<file path="src/rtl/isp_pkg.sv">
package isp_pkg;

    localparam int IR_W     = 4;
    localparam int ROWS     = 16;
    localparam int ROW_W    = 32;
    localparam int ADDR_W   = $clog2(ROWS);

    localparam logic [IR_W-1:0] CODE_ADDR    = 4'b0100;
    localparam logic [IR_W-1:0] CODE_UNLOCK  = 4'b1001;
    localparam logic [IR_W-1:0] CODE_CLEAR   = 4'b1010;
    localparam logic [IR_W-1:0] CODE_WRITE   = 4'b1011;
    localparam logic [IR_W-1:0] CODE_READ    = 4'b1100;
    localparam logic [IR_W-1:0] CODE_BYPASS  = 4'b1111;
    localparam logic [IR_W-1:0] IR_CAPTURE   = 4'b0001;

    typedef enum logic [3:0] {
        ST_TLR, ST_RTI,
        ST_SEL_DR, ST_CAP_DR, ST_SHF_DR, ST_EX1_DR, ST_PAU_DR, ST_EX2_DR, ST_UPD_DR,
        ST_SEL_IR, ST_CAP_IR, ST_SHF_IR, ST_EX1_IR, ST_PAU_IR, ST_EX2_IR, ST_UPD_IR
    } tap_state_e;

    typedef enum logic [1:0] {
        DR_BYPASS,
        DR_ADDR,
        DR_ISP
    } dr_sel_e;

    typedef struct packed {
        logic tlr;
        logic rti;
        logic cap_dr;
        logic shf_dr;
        logic upd_dr;
        logic cap_ir;
        logic shf_ir;
        logic upd_ir;
    } tap_ctl_t;

    function automatic tap_state_e tap_next(input tap_state_e s, input logic m);
        tap_state_e n;
        case (s)
            ST_TLR:    n = m ? ST_TLR    : ST_RTI;
            ST_RTI:    n = m ? ST_SEL_DR : ST_RTI;
            ST_SEL_DR: n = m ? ST_SEL_IR : ST_CAP_DR;
            ST_CAP_DR: n = m ? ST_EX1_DR : ST_SHF_DR;
            ST_SHF_DR: n = m ? ST_EX1_DR : ST_SHF_DR;
            ST_EX1_DR: n = m ? ST_UPD_DR : ST_PAU_DR;
            ST_PAU_DR: n = m ? ST_EX2_DR : ST_PAU_DR;
            ST_EX2_DR: n = m ? ST_UPD_DR : ST_SHF_DR;
            ST_UPD_DR: n = m ? ST_SEL_DR : ST_RTI;
            ST_SEL_IR: n = m ? ST_TLR    : ST_CAP_IR;
            ST_CAP_IR: n = m ? ST_EX1_IR : ST_SHF_IR;
            ST_SHF_IR: n = m ? ST_EX1_IR : ST_SHF_IR;
            ST_EX1_IR: n = m ? ST_UPD_IR : ST_PAU_IR;
            ST_PAU_IR: n = m ? ST_EX2_IR : ST_PAU_IR;
            ST_EX2_IR: n = m ? ST_UPD_IR : ST_SHF_IR;
            ST_UPD_IR: n = m ? ST_SEL_DR : ST_RTI;
            default:   n = ST_TLR;
        endcase
        return n;
    endfunction

    function automatic dr_sel_e decode_dr(input logic [IR_W-1:0] code);
        dr_sel_e d;
        case (code)
            CODE_ADDR:                                       d = DR_ADDR;
            CODE_UNLOCK, CODE_CLEAR, CODE_WRITE, CODE_READ:  d = DR_ISP;
            default:                                         d = DR_BYPASS;
        endcase
        return d;
    endfunction

endpackage

</file>
<file path="src/rtl/isp_tap_fsm.sv">
module isp_tap_fsm
    import isp_pkg::*;
(
    input  logic       tck,
    input  logic       rst,
    input  logic       tms,
    output tap_ctl_t   ctl
);

    tap_state_e state;

    always_ff @(posedge tck) begin
        if (rst) state <= ST_TLR;
        else     state <= tap_next(state, tms);
    end

    always_comb begin
        ctl        = '0;
        ctl.tlr    = (state == ST_TLR);
        ctl.rti    = (state == ST_RTI);
        ctl.cap_dr = (state == ST_CAP_DR);
        ctl.shf_dr = (state == ST_SHF_DR);
        ctl.upd_dr = (state == ST_UPD_DR);
        ctl.cap_ir = (state == ST_CAP_IR);
        ctl.shf_ir = (state == ST_SHF_IR);
        ctl.upd_ir = (state == ST_UPD_IR);
    end

    // five high TMS edges always end in Test-Logic-Reset
    a_r2_five_high_reset: assert property (@(posedge tck) disable iff (rst)
        ($past(tms, 1) && $past(tms, 2) && $past(tms, 3) && $past(tms, 4) && $past(tms, 5))
        |-> (state == ST_TLR));

    // Test-Logic-Reset is held while TMS stays high
    a_r2_tlr_hold: assert property (@(posedge tck) disable iff (rst)
        (state == ST_TLR && tms) |=> (state == ST_TLR));

endmodule

</file>
<file path="src/rtl/isp_cfg_array.sv">
module isp_cfg_array
    import isp_pkg::*;
#(
    parameter int N_ROWS  = ROWS,
    parameter int WIDTH   = ROW_W,
    localparam int AW     = $clog2(N_ROWS)
)(
    input  logic             tck,
    input  logic             rst,
    input  logic             erase_en,
    input  logic             wr_en,
    input  logic [AW-1:0]    addr,
    input  logic [WIDTH-1:0] wdata,
    output logic [WIDTH-1:0] rdata
);

    logic [WIDTH-1:0]  rows [N_ROWS];
    logic [N_ROWS-1:0] row_hit;

    for (genvar r = 0; r < N_ROWS; r++) begin : g_hit
        assign row_hit[r] = wr_en && (addr == AW'(r));
    end

    always_ff @(posedge tck) begin
        for (int r = 0; r < N_ROWS; r++) begin
            if (rst || erase_en)  rows[r] <= '1;
            else if (row_hit[r])  rows[r] <= wdata;
        end
    end

    assign rdata = rows[addr];

    // after a clear every row reads as all ones
    a_r4_clear_all_ones: assert property (@(posedge tck) disable iff (rst)
        $past(erase_en) |-> (rdata == '1));

    // a write lands in the addressed row
    a_r5_write_lands: assert property (@(posedge tck) disable iff (rst)
        ($past(wr_en) && !$past(erase_en) && addr == $past(addr)) |-> (rdata == $past(wdata)));

    // at most one row is selected for writing
    a_r8_one_row: assert property (@(posedge tck) disable iff (rst)
        $onehot0(row_hit));

endmodule

</file>
<file path="src/rtl/isp_reg_chain.sv">
module isp_reg_chain
    import isp_pkg::*;
#(
    parameter int WIDTH   = ROW_W,
    parameter int AW      = ADDR_W
)(
    input  logic             tck,
    input  logic             rst,
    input  tap_ctl_t         ctl,
    input  logic             tdi,
    input  logic [WIDTH-1:0] rdata,
    output logic [AW-1:0]    row_addr,
    output logic [WIDTH-1:0] wdata,
    output logic             wr_en,
    output logic             erase_en,
    output logic             tdo
);

    logic [IR_W-1:0]  ir;
    logic [IR_W-1:0]  ir_sr;
    logic [AW-1:0]    addr_sr;
    logic [WIDTH-1:0] isp_sr;
    logic             byp;
    logic             unlocked;
    dr_sel_e          sel;

    assign sel = decode_dr(ir);

    always_ff @(posedge tck) begin
        if (rst) begin
            ir       <= CODE_BYPASS;
            ir_sr    <= '0;
            row_addr <= '0;
            addr_sr  <= '0;
            isp_sr   <= '0;
            byp      <= 1'b0;
            unlocked <= 1'b0;
        end else begin
            if (ctl.tlr) begin
                ir       <= CODE_BYPASS;
                unlocked <= 1'b0;
            end
            if (ctl.cap_ir) ir_sr <= IR_CAPTURE;
            if (ctl.shf_ir) ir_sr <= {tdi, ir_sr[IR_W-1:1]};
            if (ctl.upd_ir) ir    <= ir_sr;

            if (ctl.cap_dr) begin
                byp     <= 1'b0;
                addr_sr <= row_addr;
                if (ir == CODE_READ) isp_sr <= unlocked ? rdata : '0;
            end
            if (ctl.shf_dr) begin
                case (sel)
                    DR_ADDR:  addr_sr <= {tdi, addr_sr[AW-1:1]};
                    DR_ISP:   isp_sr  <= {tdi, isp_sr[WIDTH-1:1]};
                    default:  byp     <= tdi;
                endcase
            end
            if (ctl.upd_dr) begin
                if (ir == CODE_ADDR)   row_addr <= addr_sr;
                if (ir == CODE_UNLOCK) unlocked <= 1'b1;
            end
        end
    end

    assign wdata    = isp_sr;
    assign wr_en    = ctl.upd_dr && (ir == CODE_WRITE) && unlocked;
    assign erase_en = ctl.rti && (ir == CODE_CLEAR) && unlocked;

    always_comb begin
        tdo = 1'b0;
        if (ctl.shf_ir) begin
            tdo = ir_sr[0];
        end else if (ctl.shf_dr) begin
            case (sel)
                DR_ADDR:  tdo = addr_sr[0];
                DR_ISP:   tdo = isp_sr[0];
                default:  tdo = byp;
            endcase
        end
    end

    // unlocked state lasts until Test-Logic-Reset
    a_r3_unlock_persists: assert property (@(posedge tck) disable iff (rst)
        (unlocked && !ctl.tlr) |=> unlocked);

    // Test-Logic-Reset locks the store
    a_r2_tlr_locks: assert property (@(posedge tck) disable iff (rst)
        ctl.tlr |=> !unlocked);

    // read-back capture holds the addressed row
    a_r6_read_capture: assert property (@(posedge tck) disable iff (rst)
        $past(ctl.cap_dr && ir == CODE_READ && unlocked) |-> (isp_sr == $past(rdata)));

    // address update takes the shifted value
    a_r8_addr_update: assert property (@(posedge tck) disable iff (rst)
        $past(ctl.upd_dr && ir == CODE_ADDR) |-> (row_addr == $past(addr_sr)));

endmodule

</file>
<file path="src/rtl/isp_jtag_ctrl.sv">
module isp_jtag_ctrl
    import isp_pkg::*;
#(
    parameter int N_ROWS  = ROWS,
    parameter int WIDTH   = ROW_W,
    localparam int AW     = $clog2(N_ROWS)
)(
    input  logic tck,
    input  logic rst,
    input  logic tms,
    input  logic tdi,
    output logic tdo
);

    tap_ctl_t         ctl;
    logic [AW-1:0]    row_addr;
    logic [WIDTH-1:0] wdata;
    logic [WIDTH-1:0] rdata;
    logic             wr_en;
    logic             erase_en;

    isp_tap_fsm u_tap (
        .tck (tck),
        .rst (rst),
        .tms (tms),
        .ctl (ctl)
    );

    isp_reg_chain #(
        .WIDTH (WIDTH),
        .AW    (AW)
    ) u_chain (
        .tck      (tck),
        .rst      (rst),
        .ctl      (ctl),
        .tdi      (tdi),
        .rdata    (rdata),
        .row_addr (row_addr),
        .wdata    (wdata),
        .wr_en    (wr_en),
        .erase_en (erase_en),
        .tdo      (tdo)
    );

    isp_cfg_array #(
        .N_ROWS (N_ROWS),
        .WIDTH  (WIDTH)
    ) u_array (
        .tck      (tck),
        .rst      (rst),
        .erase_en (erase_en),
        .wr_en    (wr_en),
        .addr     (row_addr),
        .wdata    (wdata),
        .rdata    (rdata)
    );

    // TDO quiet outside the shift states
    a_r11_tdo_quiet: assert property (@(posedge tck) disable iff (rst)
        !(ctl.shf_dr || ctl.shf_ir) |-> (tdo == 1'b0));

    // the store changes only on a clear or a write
    a_r7_no_stray_change: assert property (@(posedge tck) disable iff (rst)
        (!$past(wr_en) && !$past(erase_en) && $stable(row_addr)) |-> $stable(rdata));

endmodule

</file>
<file path="config.mk">
export PLATFORM = sky130hd
export DESIGN_NAME = isp_jtag_ctrl
export DESIGN_NICKNAME = d
export VERILOG_FILES = /design/src/rtl/isp_pkg.sv /design/src/rtl/isp_tap_fsm.sv /design/src/rtl/isp_cfg_array.sv /design/src/rtl/isp_reg_chain.sv /design/src/rtl/isp_jtag_ctrl.sv
export SDC_FILE = /design/constraint.sdc
export NUM_CORES = 1
export LEC_CHECK = 0
export CORE_ASPECT_RATIO = 0.9
export CORE_UTILIZATION = 58
export DETAILED_ROUTE_END_ITERATION = 8
export PLACE_DENSITY = 0.77
export SKIP_LAST_GASP = 1
export SLEW_MARGIN = 10
export SYNTH_ARGS = -nofsm -noshare
export SYNTH_HDL_FRONTEND = slang
export SYNTH_SLANG_ARGS = --single-unit
</file>
<file path="constraint.sdc">
create_clock -name tck -period 4.4 [get_ports tck]
set_input_delay 0.88 -clock tck [delete_from_list [all_inputs] [get_ports tck]]
set_output_delay 0.88 -clock tck [all_outputs]
set_load 0.05 [all_outputs]
</file>
# == Yosys cells after proc, flatten, opt, wreduce, memory -nomap -nowiden ==
# Memory sizes are Yosys's and may differ from the RTL's. A register that Yosys moved wholly into a read port is not among the register bits.
# Cells that the tools add are included.
# classes
n_bitwise,16
reduce_logical,31
n_shift,0
n_div,0
mul,0
add_sub_neg,0
n_mux,103
eq_ne,37
order_cmp,0
# op_table
operator,n
$mux W32,21
$eq A4 B4 Y1 const B,20
$mux W1,61
$mux W4,13
$pmux W4 S12,1
$eq A4 B3 Y1 const B,9
$logic_and A1 B1 Y1,20
$eq A4 B2 Y1 const B,4
$or A1 B1 Y1,16
$eq A4 B1 Y1 const B,2
$logic_not A4 Y1,2
$mux W2,3
$mux W3,2
$reduce_or A2 Y1,3
$pmux W2 S2,1
$reduce_bool A2 Y1,2
$reduce_or A4 Y1,1
$reduce_or A3 Y1,1
$eq A2 B1 Y1 const B,1
$eq A2 B2 Y1 const B,1
$pmux W1 S2,1
$reduce_and A2 Y1,1
$logic_or A1 B1 Y1,1
# word_totals
rom_bits,0
wordCells,196
latchBits,0
n_memories,1
reg_bits,54
input_bits,4
ramBits,512
output_inout_bits,1
# memory_table
name,depth,width,rd,rd_clocked_by_memory_dff,wr,line,text
u_array.rows,16,32,1,1,16,isp_cfg_array.sv:17,logic [WIDTH-1:0] rows [N_ROWS];

# == Longest topological paths before layout ==
# Gate-level depths: netlist of the first run.
# logic_depth
ltp_word,8
depth_mapped,10
depth_no_buf,8

# == Hierarchy ==
# From an unflattened synthesis of the first run, not the netlist that was laid out.
# unflattened
hier_cells,1864
hier_area_um2,24994.0
# by_module_without_submodules
mod,area_per_inst_um2,cells_per_inst,seq_area_each_um2,n_inst
isp_cfg_array,22147.5,1524,15374.7,1
isp_reg_chain,2454.9,291,1001.0,1
isp_tap_fsm,391.6,49,80.1,1

# == Least setup slack after synthesis of the first run ==
# Ideal clock, no wire load.
# synth_path
path_kind,register to register
startpoint,register u_tap.state[0]
endpoint,"memory u_array.rows[7][0] (netlist bit), enable pin"
period_less_slack_ns,4.193
required_time_ns,3.934
path_buffers,2
arrival_ns,3.727
setup_ns,0.466
path_stages_with_launch,7
setup_slack_ns,0.207
path_cell_list,dfxtp_1 -> buf_6 -> nor4b_4 -> and3_4 -> nand3_4 -> clkbuf_1 -> o21ai_0
# synth_rtl
element,line,text
start: declaration,isp_tap_fsm.sv:10,tap_state_e state;
start signal: assignment,isp_tap_fsm.sv:14,"else state <= tap_next(state, tms);"
end: declaration,isp_cfg_array.sv:17,

# == Final worst setup path of the first run ==
# layout_path
startpoint,register u_chain.ir[0]
endpoint,output port tdo
# layout_between
elab_chain_len,7
word_cells_on_any_way,12
cone_classes,eq/ne: 7; mux: 4; reduce/logical: 1
# layout_rtl
element,line,text
start: declaration,isp_reg_chain.sv:19,logic [IR_W-1:0] ir;
start signal: assignment,isp_reg_chain.sv:45,if (ctl.upd_ir) ir <= ir_sr;
$eq A4 B4 Y1,isp_pkg.sv:65,case (code)
$reduce_or A4 Y1,isp_pkg.sv:65,
$pmux W2 S2 *,isp_pkg.sv:65,
$eq A2 B2 Y1 or $eq A2 B1 Y1 (tied branches),isp_reg_chain.sv:75,case (sel)
$pmux W1 S2 *,isp_reg_chain.sv:75,
$mux W1 *,isp_reg_chain.sv:74,end else if (ctl.shf_dr) begin
$mux W1 *,isp_reg_chain.sv:72,if (ctl.shf_ir) begin
end: declaration,isp_jtag_ctrl.sv:12,output logic tdo
# Every way passes the cells marked *; elsewhere a longest branch is shown, timed or not.

==> summary.md, run 1 <==
| Metric | Value |
|---|---|
| Outcome | finished clean |
| Least-Margin Pin Slew | 1.21 ns |
| P per Cell Area | 381 nW/um^2 |
| Synth Area in Adders | 0.0964% |
| Non-filler cells, final | 2350 |
| Crit Path Max Fanout | 8 |
| DRC Markers | 0 |
| Gr ovfl total | 0 |
| Detail Route Antenna Nets | 0 |
| Num CTS Buffers | 56 |
| Nets@finish | 1711 |
| Setup Skew | 0.0249 ns |
| RSZ-0062 raised after global routing | false |
| Yosys cell types | 50 |
| Share of cells above drive strength 1 | 20.3% |
| Mux cell area share after synthesis | 13.9% |
| Hold_ws | 0.481 ns |
| Placer Congestion | 0.797 |
| Leak pwr | 6.31 nW |
| Largest net degree at the start of global routing | 113 |
| Cell Area, Synth | 26000 um^2 |
| Register area share after synthesis | 63.7% |
| FFs w/ async S/R, synth | 0% |
| Clk pin slew, worst setup/hold paths | 0.06 ns |
| Vias after detailed routing | 16241 |
| Warnings, synthesis | 0 |
| N_diodes | 0 |
| Cell taking the most area after synthesis | edfxtp_1 |
| Initial Utilization | 58.8% |
| Syn_area_per_cell | 14.4 um^2 |
| Worst setup EP type | output pin |
| Final hold violation count | 0 |
| Simple-Gate Fraction of Synth Area | 14.8% |
| Top Ports | 5 |
| H-tree Lvls | 2 |
| Post-synthesis xor/xnor area fraction | 0.0337% |
| Initial antenna violation count | 0 |
| Crit. Startpoint | u_chain.ir[0]$_SDFFE_PP1P_ |
| Starting DRT DRC Count | 2552 |
| Avg WL per Cell | 28.7 um |
| CTS Buffer Depth | 3 |
| Crit path required time | 3.52 ns |
| Postcts setup bufs | 0 |
| Drt via density | 6.91 |
| Die area | 45600 um^2 |
| Die Wd | 225 um |
| Total core area | 44100 um^2 |
| Final Power | 10.8 mW |
| Arrival time at the worst endpoint | 3.10 ns |
| R2r startpoint | u_tap.state[1]$_SDFF_PP0_ |
| Area after DPL | 26500 um^2 |
| Max Clk Rate | 0.251 GHz |
| Max-slew headroom at the worst pin | 19.2% |
| Setup violation total in the final timing report | 0 |
| Clk_lat worst skew | 0.61 ns |
| Hold Path Origin | u_chain.byp$_SDFF_PP0_ |
| Compound-gate portion of the synthesized area | 3.40% |
| Max-cap violations | 0 |
| Final number of max-transition violations | 0 |
| Post-route cell area | 28200 um^2 |
| Vias in the first global route | 16330 |
| Min Tclk post-route | 3.98 ns |
| CTS tree | done |
| Detail Placement HPWL | 34400 um |
| Synth area leaders | edfxtp_1 (59%), mux4_2 (11%), or3_1 (9.3%), dfxtp_1 (4.5%), mux2_2 (2.8%) |
| First-pass DRT Iterations | 5 |
| Global-route wire length before repair | 102000 um |
| Sink Count | 570 |
| Period utilization | 90.5% |
| Synthesized flop and latch total | 570 |
| Total GRT Usage | 30.4% |
| Port bufs | 4 |
| Wirelength, routed | 67500 um |
| Post-synth EDFFs | 512 |
| Mapped Cells | 1799 |
| Post-Synthesis Net Count | 1805 |
| Inst Count DP | 2247 |
| Area grow syn2layout | 8.67% |
| Ys flop type | edfxtp_1 |
| Largest family of logic cells by synthesized area | simple AND/OR/NAND/NOR gates |
| Setup TNS | 0 ns |
| Max IR drop VDD | 0.000278 V |
| Die Ht | 203 um |
| Post-synth top area share | 59.2% |
| Worst Hold Class | flop to flop |
| Crit Path Class | flop to output pin |
| Hold-fix buffers, CTS | 0 |
| Setup crit start kind | flop |
| # rows | 73 |
| Root Driver | clkbuf_16 |
synthesized netlist by cell type, types with 4 or more instances:
library cell / n
buf_2: 28
nor4b_2: 4
or3_1: 385
a21oi_1: 10
inv_1: 8
and2_1: 4
o22ai_1: 4
a221oi_1: 32
nor3_1: 33
a311oi_1: 6
nand3_1: 12
nor2_1: 47
mux4_2: 128
nand2_1: 188
a211oi_1: 34
mux2_2: 64
o21ai_0: 24
buf_1: 5
clkbuf_1: 144
edfxtp_1: 512
buf_6: 29
dfxtp_1: 58
cell type report:
type	instances	area, um^2
sequential	570	16500
clock inverter	13	109
clock buffer	90	1630
fill	3050	15900
timing repair buffer	55	518
inverter	8	30.0
multi-input combinational	1014	8620
tap	600	751
power breakdown:
part	total (mW)	internal, mW	switching, mW	leakage (nW)
clock	4.62	2.63	1.98	0.849
combinational	0.253	0.0403	0.212	1.53
sequential	5.88	5.87	0.0104	3.93
total	10.8	8.54	2.21	6.31
logic make-up after synthesis:
family | Yosys count
buf+inv | 215
fa+ha+maj | 2
mux | 192
compound gates | 122
flops | 570
xor+xnor | 1
simple gates | 697
layer usage:
layer  global-route usage [%]  vias to the layer above  wire length [um]
met5                        0                        -                 0
li1                         -                     6780                 -
met3                     8.03                      200              8920
met2                     46.7                     1190             31800
met1                     41.6                     8071             24200
met4                     12.0                        0              2620
final timing paths:
check / slack (ns) / depth (start not counted) / endpoint
setup / recovery: 0.42 / 6 / tdo
hold / removal: 0.48 / 2 / u_chain.byp$_SDFF_PP0_
setup reg to reg: 0.56 / 4 / u_array.rows[12][11]$_SDFFCE_PN1P_
hold reg to reg: 0.48 / 2 / u_chain.byp$_SDFF_PP0_
what timing repair did:
item	CTS	global route
hold endpoints to repair	0	0
endpoints found under the setup margin	0	1
resized for setup	0	1
sequential cells by signal, indices dropped and copies added (netlist names), named ones only:
signal,flops
u_chain.row_addr,4
u_chain.wdata,32
u_chain.unlocked,1
u_chain.addr_sr,4
u_tap.state,4
u_array.rows,512
u_chain.byp,1
u_chain.ir_sr,4
u_chain.ir,4
critical path, stage by stage, from the launching register on:
cell,delay (ns)
dfxtp_1,0.40
nor4b_4,0.50
inv_1,0.09
ha_1,0.33
o21ai_0,0.20
a32o_1,0.17
clkdlybuf4s50_1,0.81
placed cells by master, fill, tap and decap left out, drive strengths merged, types with 3 or more instances in the layout:
cell and count:
a221oi 32, clkinv 11, a311oi 6, mux4 128
nand3b 4, a31oi 3, clkdlybuf4s50 3, nor3 33
buf 52, clkbuf 90, a211oi 34, nand3 13
nor4b 5, or3 385, or2 3, o21ai 24
o22ai 4, nand2 188, inv 8, dfxtp 58
and3 3, a21oi 10, and2 4, nor2 47
edfxtp 512, mux2 64
through the flow:
step                      util, %  setup slack (ns)
after global placement       60.0             0.732
after detailed placement     60.0             0.619
after floorplan                 -             0.207
after CTS                    63.9             0.225
after global routing         63.9             0.221
final                        63.9             0.419
No activity file was read; power rests on OpenSTA's default activity.
==> run 2, diff against run 1 <==
- GPL_TIMING_DRIVEN: default -> 0
==> run 2 against run 1 <==
Against the previous run: clock skew fell by 0.0028 ns; sequential share of layout area down 1.7 points; sequential cell count unchanged; utilization grew 1.9 points; worst setup slack got worse by 0.14 ns; total power increased by 0.12%; maximum frequency shrank 3.3%; largest power group unchanged.
==> summary.md, run 2 (synthesized netlist as in run 1, its figures left out) <==
| Metric | Value |
|---|---|
| Crit Path Max Fanout | 8 (unchanged) |
| Final Power | 10.8 mW (+0.12%) |
| Largest net degree at the start of global routing | 22 (-81%) |
| Setup Skew | 0.0221 ns (-0.00281 ns) |
| Part of the power in registers | 54.6% (about the same) |
| Crit. Startpoint | u_chain.ir[0]$_SDFFE_PP1P_ |
| H-tree Lvls | 2 (unchanged) |
| DRC Markers | 0 (unchanged) |
| CTS Buffer Depth | 3 (unchanged) |
| Crit-path slowest cell | clkdlybuf4s50_1 |
| Die area | 45600 um^2 (unchanged) |
| # rows | 73 (unchanged) |
| Clk pin slew, worst setup/hold paths | 0.06 ns (about the same) |
| Area grow syn2layout | 11.9% |
| Root Driver | clkbuf_16 |
| Commonest non-fill, non-tap cells in the layout | edfxtp_1 (512), or3_1 (385), nand2_1 (188), clkbuf_1 (166), mux4_2 (128) |
| Crit Path Class | flop to output pin |
| Area after DPL | 27300 um^2 (+3.2%) |
| Final number of max-transition violations | 0 (unchanged) |
| Sink Count | 570 (unchanged) |
| Min Tclk post-route | 4.12 ns (+0.136 ns) |
| RSZ-0062 raised after global routing | false |
| Top Ports | 5 (unchanged) |
| Total core area | 44100 um^2 (unchanged) |
| Arrival time at the worst endpoint | 3.24 ns (+0.14 ns) |
| Postcts setup bufs | 0 (unchanged) |
| Share of cells above drive strength 1 | 19.2% (-1.1 points) |
| Nets@finish | 1882 (+10%) |
| R2R Path End | u_array.rows[3][25]$_SDFFCE_PN1P_ |
| Comb pwr share | 2.6% (+0.3 points) |
| Detail Route Antenna Nets | 0 (unchanged) |
| Max-cap violations | 0 (unchanged) |
| Max-slew headroom at the worst pin | 18.4% (-0.81 points) |
| Max FFs per register | 512 (unchanged) |
| Worst setup EP type | output pin |
| Pint | 8.49 mW (-0.63%) |
| Worst path max stage delay | 0.81 ns (about the same) |
| Die Wd | 225 um (unchanged) |
| Crit path required time | 3.52 ns (about the same) |
| Total GRT Usage | 33.6% (+3.3 points) |
| Sw Pwr | 2.27 mW (+3.0%) |
| Gr ovfl total | 0 (unchanged) |
| CP Cell Sequence | clkbuf_1 -> nor4b_4 -> inv_1 -> ha_1 -> o21ai_0 -> a32o_1 -> clkdlybuf4s50_1 |
| Num CTS Buffers | 56 (unchanged) |
| Critical Path Sink | tdo |
| WHS Path Cells | 2 (unchanged) |
| First-pass DRT Iterations | 6 (+1) |
| Post-route cell area | 29000 um^2 (+3.0%) |
| Port bufs | 3 (-1) |
| Global-route wire length before repair | 110000 um (+8.1%) |
| Fillcell total | 3026 (-0.79%) |
| Max Clk Rate | 0.243 GHz (-3.3%) |
| Initial Utilization | 58.8% (unchanged) |
| N_diodes | 0 (unchanged) |
| Placer Congestion | 0.897 (+12%) |
| Register bank with the most flops | u_array.rows |
| Starting DRT DRC Count | 2992 (+17%) |
| Final hold violation count | 0 (unchanged) |
| R2R depth | 8 (+4) |
| Clk pwr share | 42.9% (about the same) |
| Outcome | finished clean |
| Detail Placement HPWL | 50700 um (+47%) |
| Commonest non-fill, non-tap cell in the layout | edfxtp_1 |
| Vias after detailed routing | 17440 (+7.4%) |
| R2r startpoint | u_tap.state[1]$_SDFF_PP0_ |
| Initial antenna violation count | 1 (+1) |
| CTS tree | done |
| Worst Hold Class | flop to flop |
| Wirelength, routed | 75000 um (+11%) |
| Net Sw Frac | 21.1% (+0.59 points) |
| Drt via density | 6.91 (about the same) |
| Max IR drop VDD | 0.000349 V (+26%) |
| Least-Margin Pin Slew | 1.22 ns (+0.0122 ns) |
| Vias in the first global route | 17396 (+6.5%) |
| Period utilization | 93.6% (+3.1 points) |
| P per Cell Area | 371 nW/um^2 (-2.8%) |
| R2R Setup Slk | 0.87 ns (+0.31 ns) |
| Leak pwr | 6.70 nW (+6.1%) |
| Avg WL per Cell | 29.7 um (+3.3%) |
| Setup TNS | 0 ns (unchanged) |
| Die Ht | 203 um (unchanged) |
| Setup crit start kind | flop |
| Clk_lat worst skew | 0.63 ns (+0.02 ns) |
| Setup violation total in the final timing report | 0 (unchanged) |
[run 2: cell count changes in the layout (fill, tap and decap cells not counted), sizes merged]
| cell | delta |
|---|---|
| buf | +27 |
| clkbuf | +136 |
| clkinv | +8 |
| clkinvlp | +1 |
| inv | +2 |
[run 2: repair_timing]
item	4_1_cts	5_1_grt
endpoints found under the setup margin	0	1
hold endpoints to repair	0	0
gates resized for setup	0	1
hold buffers	0	0
[run 2: power groups by stage]
stage,combinational [mW],sequential (mW),clock (mW)
after floorplan,0.114,6.01,0
after global placement,0.208,6.03,0
after detailed placement,0.270,5.99,0
after CTS,0.271,5.87,4.59
after global routing,0.285,5.87,4.79
final,0.277,5.87,4.61
[run 2: worst min path at each step]
stage | from | end
detailed placement | u_chain.byp$_SDFF_PP0_ | u_chain.byp$_SDFF_PP0_
floorplan | u_chain.ir_sr[1]$_SDFFE_PP0P_ | u_chain.ir_sr[1]$_SDFFE_PP0P_
finish | u_chain.byp$_SDFF_PP0_ | u_chain.byp$_SDFF_PP0_
global route | u_chain.byp$_SDFF_PP0_ | u_chain.byp$_SDFF_PP0_
CTS | u_chain.byp$_SDFF_PP0_ | u_chain.byp$_SDFF_PP0_
global placement | u_chain.byp$_SDFF_PP0_ | u_chain.byp$_SDFF_PP0_
[run 2: cell type report]
type	count	area (um^2)	area share, %
clock inverters	24	173	0.594
repair buffers	19	425	1.46
flip-flops and latches	570	16500	56.9
multi-input cells	1014	8550	29.4
well taps	600	751	2.58
plain buffers	207	1030	3.56
clock buffers	82	1550	5.34
inverters	8	30.0	0.103
[run 2: routing by layer]
layer | global-route usage, % | wire [um] | vias up | share of wire (%)
met1 | 45.6 | 26400 | 8646 | 35
met3 | 9.62 | 11300 | 226 | 15
met2 | 51.8 | 34400 | 1440 | 46
li1 | - | - | 7128 | -
met5 | 0 | 0 | - | 0
met4 | 13.1 | 2920 | 0 | 3.9
[run 2: worst max-delay path: cells and delay by family, from the launching register on]
family | cells | cell delay (ns)
AO/OA/AOI/OAI | 2 | 0.39
adder cells (fa/ha/maj) | 1 | 0.33
buffers and inverters | 3 | 1.10
flip-flops | 1 | 0.30
AND/OR/NAND/NOR | 1 | 0.49
[run 2: metrics by stage]
stage          setup WS [ns]  cells  utilization [%]  hold WS [ns]
6_report               0.283   2524             65.8         0.470
5_1_grt                0.139   2524             65.8         0.499
4_1_cts                0.132   2524             65.8         0.470
3_5_place_dp           0.352   2418             61.9         0.461
3_3_place_gp           -2.53   2402             60.6         0.462
2_1_floorplan          0.207   1799                -         0.445
==> run 3, diff against run 2 <==
- CORE_MARGIN: default -> 1
- TNS_END_PERCENT: default -> 20
==> results of run 3 <==
The final DEF is identical to that of run 2; final timing and power are the same.
